## config.mk

```make
export PLATFORM = sky130hd
export DESIGN_NAME = gpio_port
export DESIGN_NICKNAME = d
export VERILOG_FILES = /design/src/rtl/gpio_pkg.sv /design/src/rtl/gpio_sync.sv /design/src/rtl/gpio_ctrl.sv /design/src/rtl/gpio_dpath.sv /design/src/rtl/gpio_port.sv
export SDC_FILE = /design/constraint.sdc
export NUM_CORES = 1
export LEC_CHECK = 0
export ABC_AREA = 0
export BUFFER_PORTS_ARGS = -buffer_cell sky130_fd_sc_hd__buf_2
export CELL_PAD_IN_SITES_DETAIL_PLACEMENT = 1
export CELL_PAD_IN_SITES_GLOBAL_PLACEMENT = 1
export CORE_MARGIN = 3
export CORE_UTILIZATION = 38
export CTS_CLUSTER_DIAMETER = 150
export DETAILED_ROUTE_END_ITERATION = 8
export HOLD_SLACK_MARGIN = 0.1
export PLACE_DENSITY = 0.82
export SYNTH_ARGS = -nofsm -noshare
export SYNTH_HDL_FRONTEND = slang
export SYNTH_SLANG_ARGS = --single-unit
export TNS_END_PERCENT = 30
```

## constraint.sdc

```tcl
create_clock -name clk -period 1.4 [get_ports clk]
set_input_delay 0.28 -clock clk [delete_from_list [all_inputs] [get_ports clk]]
set_output_delay 0.28 -clock clk [all_outputs]
set_load 0.02 [all_outputs]
```

## src/rtl/gpio_pkg.sv

```systemverilog
package gpio_pkg;

  localparam int ADDR_W = 3;

  // register address map; set/clear strobes are write-only
  typedef enum logic [ADDR_W-1:0] {
    ADR_LEVEL     = 3'd0,
    ADR_DIR       = 3'd1,
    ADR_PINS      = 3'd2,
    ADR_LEVEL_SET = 3'd3,
    ADR_LEVEL_CLR = 3'd4,
    ADR_DIR_SET   = 3'd5,
    ADR_DIR_CLR   = 3'd6,
    ADR_SPARE     = 3'd7
  } regAddr_e;

  typedef enum logic [1:0] {
    RD_ZERO  = 2'd0,
    RD_LEVEL = 2'd1,
    RD_DIR   = 2'd2,
    RD_PINS  = 2'd3
  } rdSel_e;

  typedef struct packed {
    logic   loadLevel;
    logic   loadDir;
    logic   setLevel;
    logic   clrLevel;
    logic   setDir;
    logic   clrDir;
    rdSel_e rdSel;
  } strobe_t;

endpackage

```

## src/rtl/gpio_sync.sv

```systemverilog
module gpio_sync #(
  parameter int WIDTH  = 8,
  parameter int STAGES = 2
) (
  input  logic             clk,
  input  logic             rstN,
  input  logic [WIDTH-1:0] din,
  output logic [WIDTH-1:0] dout
);

  logic [WIDTH-1:0] stageQ [STAGES];

  always_ff @(posedge clk or negedge rstN) begin
    if (!rstN) stageQ[0] <= '0;
    else       stageQ[0] <= din;
  end

  for (genvar s = 1; s < STAGES; s++) begin : g_stage
    always_ff @(posedge clk or negedge rstN) begin
      if (!rstN) stageQ[s] <= '0;
      else       stageQ[s] <= stageQ[s-1];
    end
  end

  assign dout = stageQ[STAGES-1];

endmodule

```

## src/rtl/gpio_ctrl.sv

```systemverilog
module gpio_ctrl
  import gpio_pkg::*;
(
  input  logic              wrEn,
  input  logic [ADDR_W-1:0] addr,
  output strobe_t           strobe
);

  always_comb begin
    strobe = '0;
    strobe.rdSel = RD_ZERO;
    unique case (addr)
      ADR_LEVEL: begin
        strobe.loadLevel = wrEn;
        strobe.rdSel     = RD_LEVEL;
      end
      ADR_DIR: begin
        strobe.loadDir = wrEn;
        strobe.rdSel   = RD_DIR;
      end
      ADR_PINS:      strobe.rdSel    = RD_PINS;
      ADR_LEVEL_SET: strobe.setLevel = wrEn;
      ADR_LEVEL_CLR: strobe.clrLevel = wrEn;
      ADR_DIR_SET:   strobe.setDir   = wrEn;
      ADR_DIR_CLR:   strobe.clrDir   = wrEn;
      default:       strobe.rdSel    = RD_ZERO;
    endcase
  end

endmodule

```

## src/rtl/gpio_dpath.sv

```systemverilog
module gpio_dpath
  import gpio_pkg::*;
#(
  parameter int NUM_PINS    = 8,
  parameter int SYNC_STAGES = 2
) (
  input  logic                clk,
  input  logic                rstN,
  input  strobe_t             strobe,
  input  logic [NUM_PINS-1:0] wrData,
  input  logic                pullupDisable,
  input  logic [NUM_PINS-1:0] padIn,
  output logic [NUM_PINS-1:0] rdData,
  output logic [NUM_PINS-1:0] padOe,
  output logic [NUM_PINS-1:0] padOut,
  output logic [NUM_PINS-1:0] padPullup
);

  localparam int IDX_W = (NUM_PINS > 1) ? $clog2(NUM_PINS) : 1;

  logic [NUM_PINS-1:0] levelQ, levelD;
  logic [NUM_PINS-1:0] dirQ, dirD;
  logic [NUM_PINS-1:0] pinsSync;
  logic [NUM_PINS-1:0] bitMask;
  logic [IDX_W-1:0]    bitIdx;

  assign bitIdx  = wrData[IDX_W-1:0];
  assign bitMask = {{(NUM_PINS-1){1'b0}}, 1'b1} << bitIdx;

  always_comb begin
    levelD = levelQ;
    if (strobe.loadLevel)     levelD = wrData;
    else if (strobe.setLevel) levelD = levelQ | bitMask;
    else if (strobe.clrLevel) levelD = levelQ & ~bitMask;
  end

  always_comb begin
    dirD = dirQ;
    if (strobe.loadDir)     dirD = wrData;
    else if (strobe.setDir) dirD = dirQ | bitMask;
    else if (strobe.clrDir) dirD = dirQ & ~bitMask;
  end

  always_ff @(posedge clk or negedge rstN) begin
    if (!rstN) begin
      levelQ <= '0;
      dirQ   <= '0;
    end else begin
      levelQ <= levelD;
      dirQ   <= dirD;
    end
  end

  gpio_sync #(
    .WIDTH  (NUM_PINS),
    .STAGES (SYNC_STAGES)
  ) u_sync (
    .clk  (clk),
    .rstN (rstN),
    .din  (padIn),
    .dout (pinsSync)
  );

  for (genvar p = 0; p < NUM_PINS; p++) begin : g_pin
    assign padOe[p]     = dirQ[p];
    assign padOut[p]    = levelQ[p];
    assign padPullup[p] = ~dirQ[p] & levelQ[p] & ~pullupDisable;
  end

  always_comb begin
    unique case (strobe.rdSel)
      RD_LEVEL: rdData = levelQ;
      RD_DIR:   rdData = dirQ;
      RD_PINS:  rdData = pinsSync;
      default:  rdData = '0;
    endcase
  end

endmodule

```

## src/rtl/gpio_port.sv

```systemverilog
module gpio_port
  import gpio_pkg::*;
#(
  parameter int NUM_PINS    = 8,
  parameter int SYNC_STAGES = 2
) (
  input  logic                clk,
  input  logic                rstN,
  input  logic [ADDR_W-1:0]   addr,
  input  logic                wrEn,
  input  logic [NUM_PINS-1:0] wrData,
  output logic [NUM_PINS-1:0] rdData,
  input  logic                pullupDisable,
  input  logic [NUM_PINS-1:0] padIn,
  output logic [NUM_PINS-1:0] padOe,
  output logic [NUM_PINS-1:0] padOut,
  output logic [NUM_PINS-1:0] padPullup
);

  strobe_t strobe;

  gpio_ctrl u_ctrl (
    .wrEn   (wrEn),
    .addr   (addr),
    .strobe (strobe)
  );

  gpio_dpath #(
    .NUM_PINS    (NUM_PINS),
    .SYNC_STAGES (SYNC_STAGES)
  ) u_dpath (
    .clk           (clk),
    .rstN          (rstN),
    .strobe        (strobe),
    .wrData        (wrData),
    .pullupDisable (pullupDisable),
    .padIn         (padIn),
    .rdData        (rdData),
    .padOe         (padOe),
    .padOut        (padOut),
    .padPullup     (padPullup)
  );

endmodule

```

==> results.toml, run 1 <==
[clock_network]
clkSinkCount = 32
numCtsBuffers = 5
cts_tree = "done"
clockRootBuffer = "clkbuf_8"
clockBufferDepth = 2
clk_pin_slew_ns = 0.07
cts_htree_levels = 2
clk_latency_ns = 0.29

[sta]
rsz0062_at_grt = "true"
hold_slack_ns = 0.214
slew_viol_final = 0
setup_ws_ns = -0.170
period_share_pct = 112
fin_crit_ns = 1.57
finalHoldViolations = 0
skew_ns = 0.00327
setup_viol = 13
slew_headroom_pct = 69.3
worstMarginPinSlew_ns = 0.460
fmax_mhz = 637

[global_routing]
grtUsageTotal_pct = 26.3
grt_pass1_wl_um = 10500
grt_max_degree = 33
antenna_found_initial = 0
overflow = 0
grt_pass1_vias = 1981

[synthesis]
ys_seq_area_share_pct = 45.5
yosys.area_share.simple_pct = 24.8
ys_async_sr_fraction_pct = 100
ys_warn_count = 0
syn_area_um2 = 1760
syn_nets = 200
muxShareOfSynthArea_pct = 5.12
synth_compound_area_share_pct = 18.8
synthAdderAreaFrac_pct = 0
synth_cells = 177
syn_avg_cell_area_um2 = 9.94
ys.flop_type = "dfrtp_1"
synth_cell_types = 35
yosys.area_share.xor_xnor_pct = 0
synth-seq-cells = 32
synth_edf_count = 0
synth_top_family_by_area = "simple AND/OR/NAND/NOR gates"

[routing]
dr.pass1.iters = 5
route.detailed.drc = 0
postRouteWirelength_um = 6610
vias = 1854
routedWlPerCell_um = 20.2
drt_iter0_drc = 134
vias_per_cell = 5.67
antenna_left = 0

[floorplan]
io_pins = 55
initial_core_util_pct = 39.9
row_count = 24
die-area_um2 = 5480
die_y_um = 74.0
coreArea_um2 = 4410
fp.dieW_um = 74.0

[pwr]
vdd_drop_max_mv = 0.604
leakagePower_nw = 1.23
powerDensity_nw_per_um2 = 1050

[cells_and_area]
syn_to_final_growth_pct = 57.5
drive_above_1_share_pct = 51.3
final_nets = 298
n_antenna_cell = 0
post-route-util_pct = 62.8
n_fill_cell = 480
layoutNonFillerInstCount = 327

[outcome]
outcome = "complete, but fails checks"
failed_checks = "setup timing"

[critical_path]
critPathKind = "reg2out"
crit_arrival_ns = 1.29
crit_required_ns = 1.12
worstRegToRegCells = 4
cp-end-kind = "output port"
crit_fanout = 2
worstSetupStartpointType = "flop"
reg2reg_slack_ns = 0.46

[worst_hold_path]
hold_class = "in2reg"
min_path_cells = 3

[place]
dp_slack_ns = -0.360
gp_congestion = 0.815
place.port_buffers = 54
place_inst = 307
hpwlAfterDp_um = 4470

[flow_run]
drv_cap = 0
report_power, final:
| part | internal, W | switching (W) | leakage (nW) |
|---|---|---|---|
| combinational | 0.000511 | 0.000560 | 0.807 |
| clock | 0.000338 | 0.000354 | 0.0410 |
| sequential | 0.00104 | 0.000109 | 0.383 |
cell usage in the layout (no fill, tap or decap), types with 3 or more instances in the layout:
cell / synthesis / layout
o221ai_2: 6 / 6
a211oi_1: 6 / 6
o221ai_1: 6 / 6
nand3b_1: 3 / 3
nand2b_1: 3 / 3
or2_4: 0 / 8
nor3b_2: 0 / 6
a21oi_4: 0 / 8
buf_6: 2 / 17
clkbuf_8: 0 / 5
dlygate4sd3_1: 0 / 9
mux2i_1: 9 / 9
a22oi_1: 3 / 3
buf_4: 1 / 43
a21oi_1: 16 / 8
dfrtp_1: 32 / 31
nor3b_1: 10 / 3
buf_2: 7 / 39
nand2_1: 35 / 35
o21ai_1: 3 / 3
per-layer routing:
metal  vias to the layer above  track usage (%)  share of wire, %
li1                        833                -                 -
met1                       931             30.4                39
met2                        77             46.2                53
met3                        13             6.08               5.1
met4                         0             12.1               2.8
met5                         -                0                 0
cells in the mapped netlist, drive strengths merged (2+ instances only):
cell	number	share of area, %
or3b	2	1.0
buf	11	3.9
nand2b	3	1.1
nand3b	4	1.9
nand3	2	0.57
a21oi	16	4.6
nand2	35	7.5
and4b	2	1.1
o221ai	12	8.1
nor3b	10	4.3
a2111oi	2	1.0
or2	8	2.8
a22oi	3	1.3
o21ai	3	0.85
mux2i	9	5.1
clkbuf	7	1.6
a211oi	6	2.6
dfrtp	32	46
final timing paths:
check                                              start                endpoint
worst min-delay path                           wrData[5]                    flop
worst max-delay path                                flop               rdData[5]
min in group asynchronous                           rstN  u_dpath.u_sync.dout[2]
max in group asynchronous                           rstN               async pin
worst min register to register  u_dpath.u_sync.stageQ[9]  u_dpath.u_sync.dout[1]
worst max register to register                      flop                    flop
area by class of cell:
type                            instances  area [um2]  area share, %
Clock buffer                            6        72.6           2.62
Clock inverter                          1        5.00          0.181
Inverter                                1        3.75          0.136
Multi-Input combinational cell        126        1010           36.6
Sequential cell                        32         802           29.0
Tap cell                               52        65.1           2.35
Timing Repair Buffer                  109         807           29.1
worst max-delay path: stages (launching register included):
cell     delay (ns)
dfrtp_1        0.37
mux2i_1        0.11
or2_4          0.26
a21oi_4        0.13
buf_6          0.13
timing repair:
action	4_1_cts	5_1_grt
gates resized for setup	33	18
hold buffers	9	0
endpoints found under the hold margin	40	0
buffers inserted	4	1
endpoints found under the setup margin	17	20
metrics by stage:
| stage | setup TNS [ns] | total power, W | instance area, um2 |
|---|---|---|---|
| floorplan | -0.0661 | 0.00165 | 1860 |
| global placement | -5.22 | 0.00202 | 2410 |
| detailed placement | -6.53 | 0.00206 | 2410 |
| CTS | -1.37 | 0.00287 | 2710 |
| global route | -2.20 | 0.00305 | 2770 |
| finish | -1.45 | 0.00291 | 2770 |
cells by family (layout without fill, tap and decap cells):
| group | count (synthesis) | after routing |
|---|---|---|
| AOI/OAI and AO/OA | 43 | 43 |
| buffers and inverters | 19 | 117 |
| DFF | 32 | 32 |
| muxes | 9 | 9 |
| and+or+nand+nor | 74 | 74 |
(Power assumes the default switching activity.)
==> run 2, diff against run 1 <==
==> constraint.sdc (replaced) <==
create_clock -name clk -period 1.4 [get_ports clk]
set_input_delay 0 -clock clk [delete_from_list [all_inputs] [get_ports clk]]
set_output_delay 0 -clock clk [all_outputs]
set_load 0.02 [all_outputs]
==> results.toml, run 2 (synthesis gave the netlist of run 1 again) <==
[pwr]
vdd_drop_max_mv = 0.637
total_power_w = 0.00271
leakagePower_nw = 1.06
powerDensity_nw_per_um2 = 1140

[cells_and_area]
drive_above_1_share_pct = 38.6
n_fill_cell = 509
final_common_cell = "buf_2"
syn_to_final_growth_pct = 34.8
final_area_um2 = 2370
final_cell_mix = "buf_2, nand2_1, dfrtp_1, buf_4, dlygate4sd3_1"
final_nets = 271
n_antenna_cell = 0

[clock_network]
clk_pin_slew_ns = 0.07
cts_tree = "done"
clockBufferDepth = 2
clockRootBuffer = "clkbuf_8"
clkSinkCount = 32
clk_latency_ns = 0.29
numCtsBuffers = 5
cts_htree_levels = 2

[global_routing]
grtUsageTotal_pct = 21.3
met3_usage_pct = 3.65
grtUsageMet1_pct = 25.9
antenna_found_initial = 0
grt.busiest_layer = "met2"
overflow = 0
grt_pass1_vias = 1822
grt_max_degree = 33
met2_usage_pct = 37.6
grt_pass1_wl_um = 8830

[critical_path]
crit_required_ns = 1.40
cp-end-kind = "output port"
crit_arrival_ns = 1.41
crit_fanout = 4
worstSetupStartpointType = "flop"
critPathKind = "reg2out"
worstRegToRegCells = 3

[routing]
routedWlPerCell_um = 18.5
route.detailed.drc = 0
vias_per_cell = 5.60
antenna_left = 0
postRouteWirelength_um = 5580
drt_iter0_drc = 63
vias = 1687
dr.pass1.iters = 4

[floorplan]
fp.dieW_um = 74.0
initial_core_util_pct = 39.9
coreArea_um2 = 4410
row_count = 24
io_pins = 55
die-area_um2 = 5480
die_y_um = 74.0

[sta]
slew_headroom_pct = 52.0
rsz0062_at_grt = "true"
slew_viol_final = 0
hold_slack_ns = 0.159
skew_ns = 0.00163
fmax_mhz = 710
finalHoldViolations = 0
setup_ws_ns = -0.00774
fin_crit_ns = 1.41
period_share_pct = 101
setup_viol = 1
worstMarginPinSlew_ns = 0.721

[place]
dpl-instance-area_um2 = 2070
place.port_buffers = 54
hpwlAfterDp_um = 3810
gp_congestion = 0.766

[worst_hold_path]
min_path_cells = 3
hold_class = "in2reg"

[outcome]
failed_checks = "setup timing"
outcome = "complete, but fails checks"

[flow_run]
drv_cap = 0
[run 2: changes by cell type in the layout (fill, tap and decap cells not counted), moves of 4 or more]
cell / previous run / this run
or2_4: 8 / 0
buf_4: 43 / 18
dlygate4sd3_1: 9 / 16
or2_2: 0 / 8
a21oi_4: 8 / 0
nor3b_1: 3 / 10
nor3b_2: 6 / 0
a21oi_1: 8 / 12
a21oi_2: 0 / 4
buf_6: 17 / 0
buf_2: 39 / 48
[run 2: where the power goes]
part	leakage (nW)	switching [W]	internal [W]
logic	0.622	0.000465	0.000334
registers	0.384	0.000118	0.00104
clock network	0.0510	0.000357	0.000392
total	1.06	0.000941	0.00177
[run 2: stage by stage]
stage	setup TNS, ns	util, %	std cells	setup slack, ns
after floorplan	0	-	177	0.217
after global placement	0	46.9	275	0.152
after detailed placement	0	46.9	275	0.142
after CTS	0	52.7	299	0.0129
after global routing	-0.137	53.7	301	-0.0923
final	-0.00774	53.7	301	-0.00774
[run 2: worst max-delay path, cell delays in order, from the launching register on]
cell and delay [ns]:
dfrtp_1 0.41, mux2i_1 0.08, or2_2 0.27, a21oi_1 0.18, buf_4 0.18
[run 2: path summary, 6_finish.rpt]
kind	slack, ns	to	startpoint
setup / recovery	-0.008	rdData[6]	flop
hold / removal	0.16	flop	wrData[2]
setup reg to reg	0.55	flop	flop
hold reg to reg	0.35	u_dpath.u_sync.dout[4]	u_dpath.u_sync.stageQ[12]
max in group asynchronous	0.59	async pin	rstN
min in group asynchronous	0.30	u_dpath.u_sync.dout[3]	rstN
[run 2: layout make-up]
class | instances | area (um2) | share of cell area (%)
multi-input combinational | 126 | 872 | 36.8
sequential | 32 | 802 | 33.8
timing repair buffer | 82 | 536 | 22.6
clock buffer | 6 | 82.6 | 3.48
tap | 52 | 65.1 | 2.74
clock inverter | 2 | 10.0 | 0.422
inverter | 1 | 3.75 | 0.158
[run 2: what timing repair did]
item	4_1_cts	5_1_grt
buffers inserted	0	2
resized for setup	0	11
endpoints found under the setup margin	0	7
hold buffers	16	0
endpoints found under the hold margin	54	0
[run 2: per-layer routing]
layer / wire length (um) / share of wire, %
met1: 2320 / 42
met3: 249 / 4.5
met4: 112 / 2.0
met2: 2900 / 52
met5: 0 / 0
==> run 3, diff against run 2 <==
--- a/config.mk
+++ b/config.mk
@@ -6,10 +6,9 @@
 export NUM_CORES = 1
 export LEC_CHECK = 0
 export ABC_AREA = 0
-export BUFFER_PORTS_ARGS = -buffer_cell sky130_fd_sc_hd__buf_2
+export BUFFER_PORTS_ARGS = -buffer_cell sky130_fd_sc_hd__buf_4
 export CELL_PAD_IN_SITES_DETAIL_PLACEMENT = 1
 export CELL_PAD_IN_SITES_GLOBAL_PLACEMENT = 1
-export CORE_MARGIN = 3
 export CORE_UTILIZATION = 38
 export CTS_CLUSTER_DIAMETER = 150
 export DETAILED_ROUTE_END_ITERATION = 8
==> results.toml, run 3 (synthesis gave the netlist of run 1 again) <==
[clock_network]
numCtsBuffers = 5
cts_htree_levels = 2
clk_pin_slew_ns = 0.06
clockRootBuffer = "clkbuf_8"
clkSinkCount = 32
clk_latency_ns = 0.28
cts_tree = "done"
clockBufferDepth = 2

[place]
dpl-instance-area_um2 = 2180
hpwlAfterDp_um = 3760
gp_congestion = 0.823
dp_slack_ns = 0.109
place.port_buffers = 54

[routing]
postRouteWirelength_um = 5560
dr.pass1.iters = 4
antenna_left = 0
vias_per_cell = 5.63
vias = 1682
routedWlPerCell_um = 18.6
drt_iter0_drc = 117
route.detailed.drc = 0

[cells_and_area]
n_fill_cell = 490
final_common_cell = "buf_4"
drive_above_1_share_pct = 36.4
post-route-util_pct = 56.1
final_cell_mix = "buf_4, nand2_1, dfrtp_1, dlygate4sd3_1, a21oi_1"
n_antenna_cell = 0
syn_to_final_growth_pct = 40.7
final_area_um2 = 2470
final_nets = 269

[critical_path]
crit_arrival_ns = 1.39
crit_required_ns = 1.40
worstSetupStartpointType = "flop"
critPathKind = "reg2out"
crit_fanout = 4
cp-end-kind = "output port"

[floorplan]
die-area_um2 = 4910
die_y_um = 70.0
coreArea_um2 = 4410
row_count = 24
initial_core_util_pct = 39.9
io_pins = 55
fp.dieW_um = 70.0

[sta]
fin_crit_ns = 1.39
fin_setup_tns_ns = 0
skew_ns = 0.00235
hold_slack_ns = 0.109
rsz0062_at_grt = "true"
setup_ws_ns = 0.00889
slew_viol_final = 0
finalHoldViolations = 0
period_share_pct = 99.4
worstMarginPinSlew_ns = 0.544
slew_headroom_pct = 63.6
fmax_mhz = 719
setup_viol = 0

[global_routing]
grt_max_degree = 33
grtUsageTotal_pct = 23.2
overflow = 0
grt_pass1_wl_um = 8830
grt_pass1_vias = 1759
antenna_found_initial = 0

[worst_hold_path]
hold_class = "in2reg"

[outcome]
outcome = "completed"

[pwr]
leakagePower_nw = 1.07
vdd_drop_max_mv = 0.580
powerDensity_nw_per_um2 = 1120

[flow_run]
drv_cap = 0
## run 3: through the flow
stage | cells | total power, W
3_5_place_dp | 272 | 0.00198
6_report | 299 | 0.00277
2_1_floorplan | 177 | 0.00160
4_1_cts | 298 | 0.00277
5_1_grt | 299 | 0.00291
3_3_place_gp | 272 | 0.00196
## run 3: metal layers
metal	vias up	global-route usage, %	share of wire (%)
li1	774	-	-
met1	835	29.0	41
met2	64	39.3	52
met3	9	4.91	5.1
met4	0	8.89	1.5
met5	-	0	0
## run 3: final timing paths
| path | cells past startpoint | end | slack (ns) | from |
|---|---|---|---|---|
| max in group asynchronous | 2 | async pin | 0.92 | rstN |
| min reg2reg | 0 | u_dpath.u_sync.dout[6] | 0.35 | u_dpath.u_sync.stageQ[14] |
| max reg2reg | 3 | flop | 0.55 | flop |
| min in group asynchronous | 2 | u_dpath.u_sync.stageQ[11] | 0.18 | rstN |
| min | 3 | flop | 0.11 | wrData[0] |
| max | 4 | rdData[7] | 0.009 | flop |
## run 3: critical path, stage by stage (launching register included)
cell and delay, ns:
dfrtp_1 0.40, mux2i_1 0.09, or2_2 0.30, a21oi_2 0.17
buf_4 0.16
## run 3: power breakdown
part	internal [W]	total (W)	switching (W)
clock network	0.000399	0.000739	0.000340
logic	0.000410	0.000878	0.000468
registers	0.00104	0.00116	0.000118
## run 3: repair_timing
| action | CTS | global route |
|---|---|---|
| hold endpoints to repair | 56 | 0 |
| gates resized for setup | 0 | 3 |
| hold buffers | 17 | 0 |
| buffers inserted | 1 | 1 |
| setup endpoints to repair | 1 | 4 |
## run 3: cell type report
| cell class | count | area, um2 | share of cell area (%) |
|---|---|---|---|
| clock buffers | 7 | 86.3 | 3.49 |
| clock inverters | 1 | 7.51 | 0.303 |
| inverters | 1 | 3.75 | 0.152 |
| multi-input cells | 126 | 868 | 35.1 |
| flip-flops and latches | 32 | 801 | 32.4 |
| well taps | 52 | 65.1 | 2.63 |
| repair buffers | 80 | 643 | 26.0 |
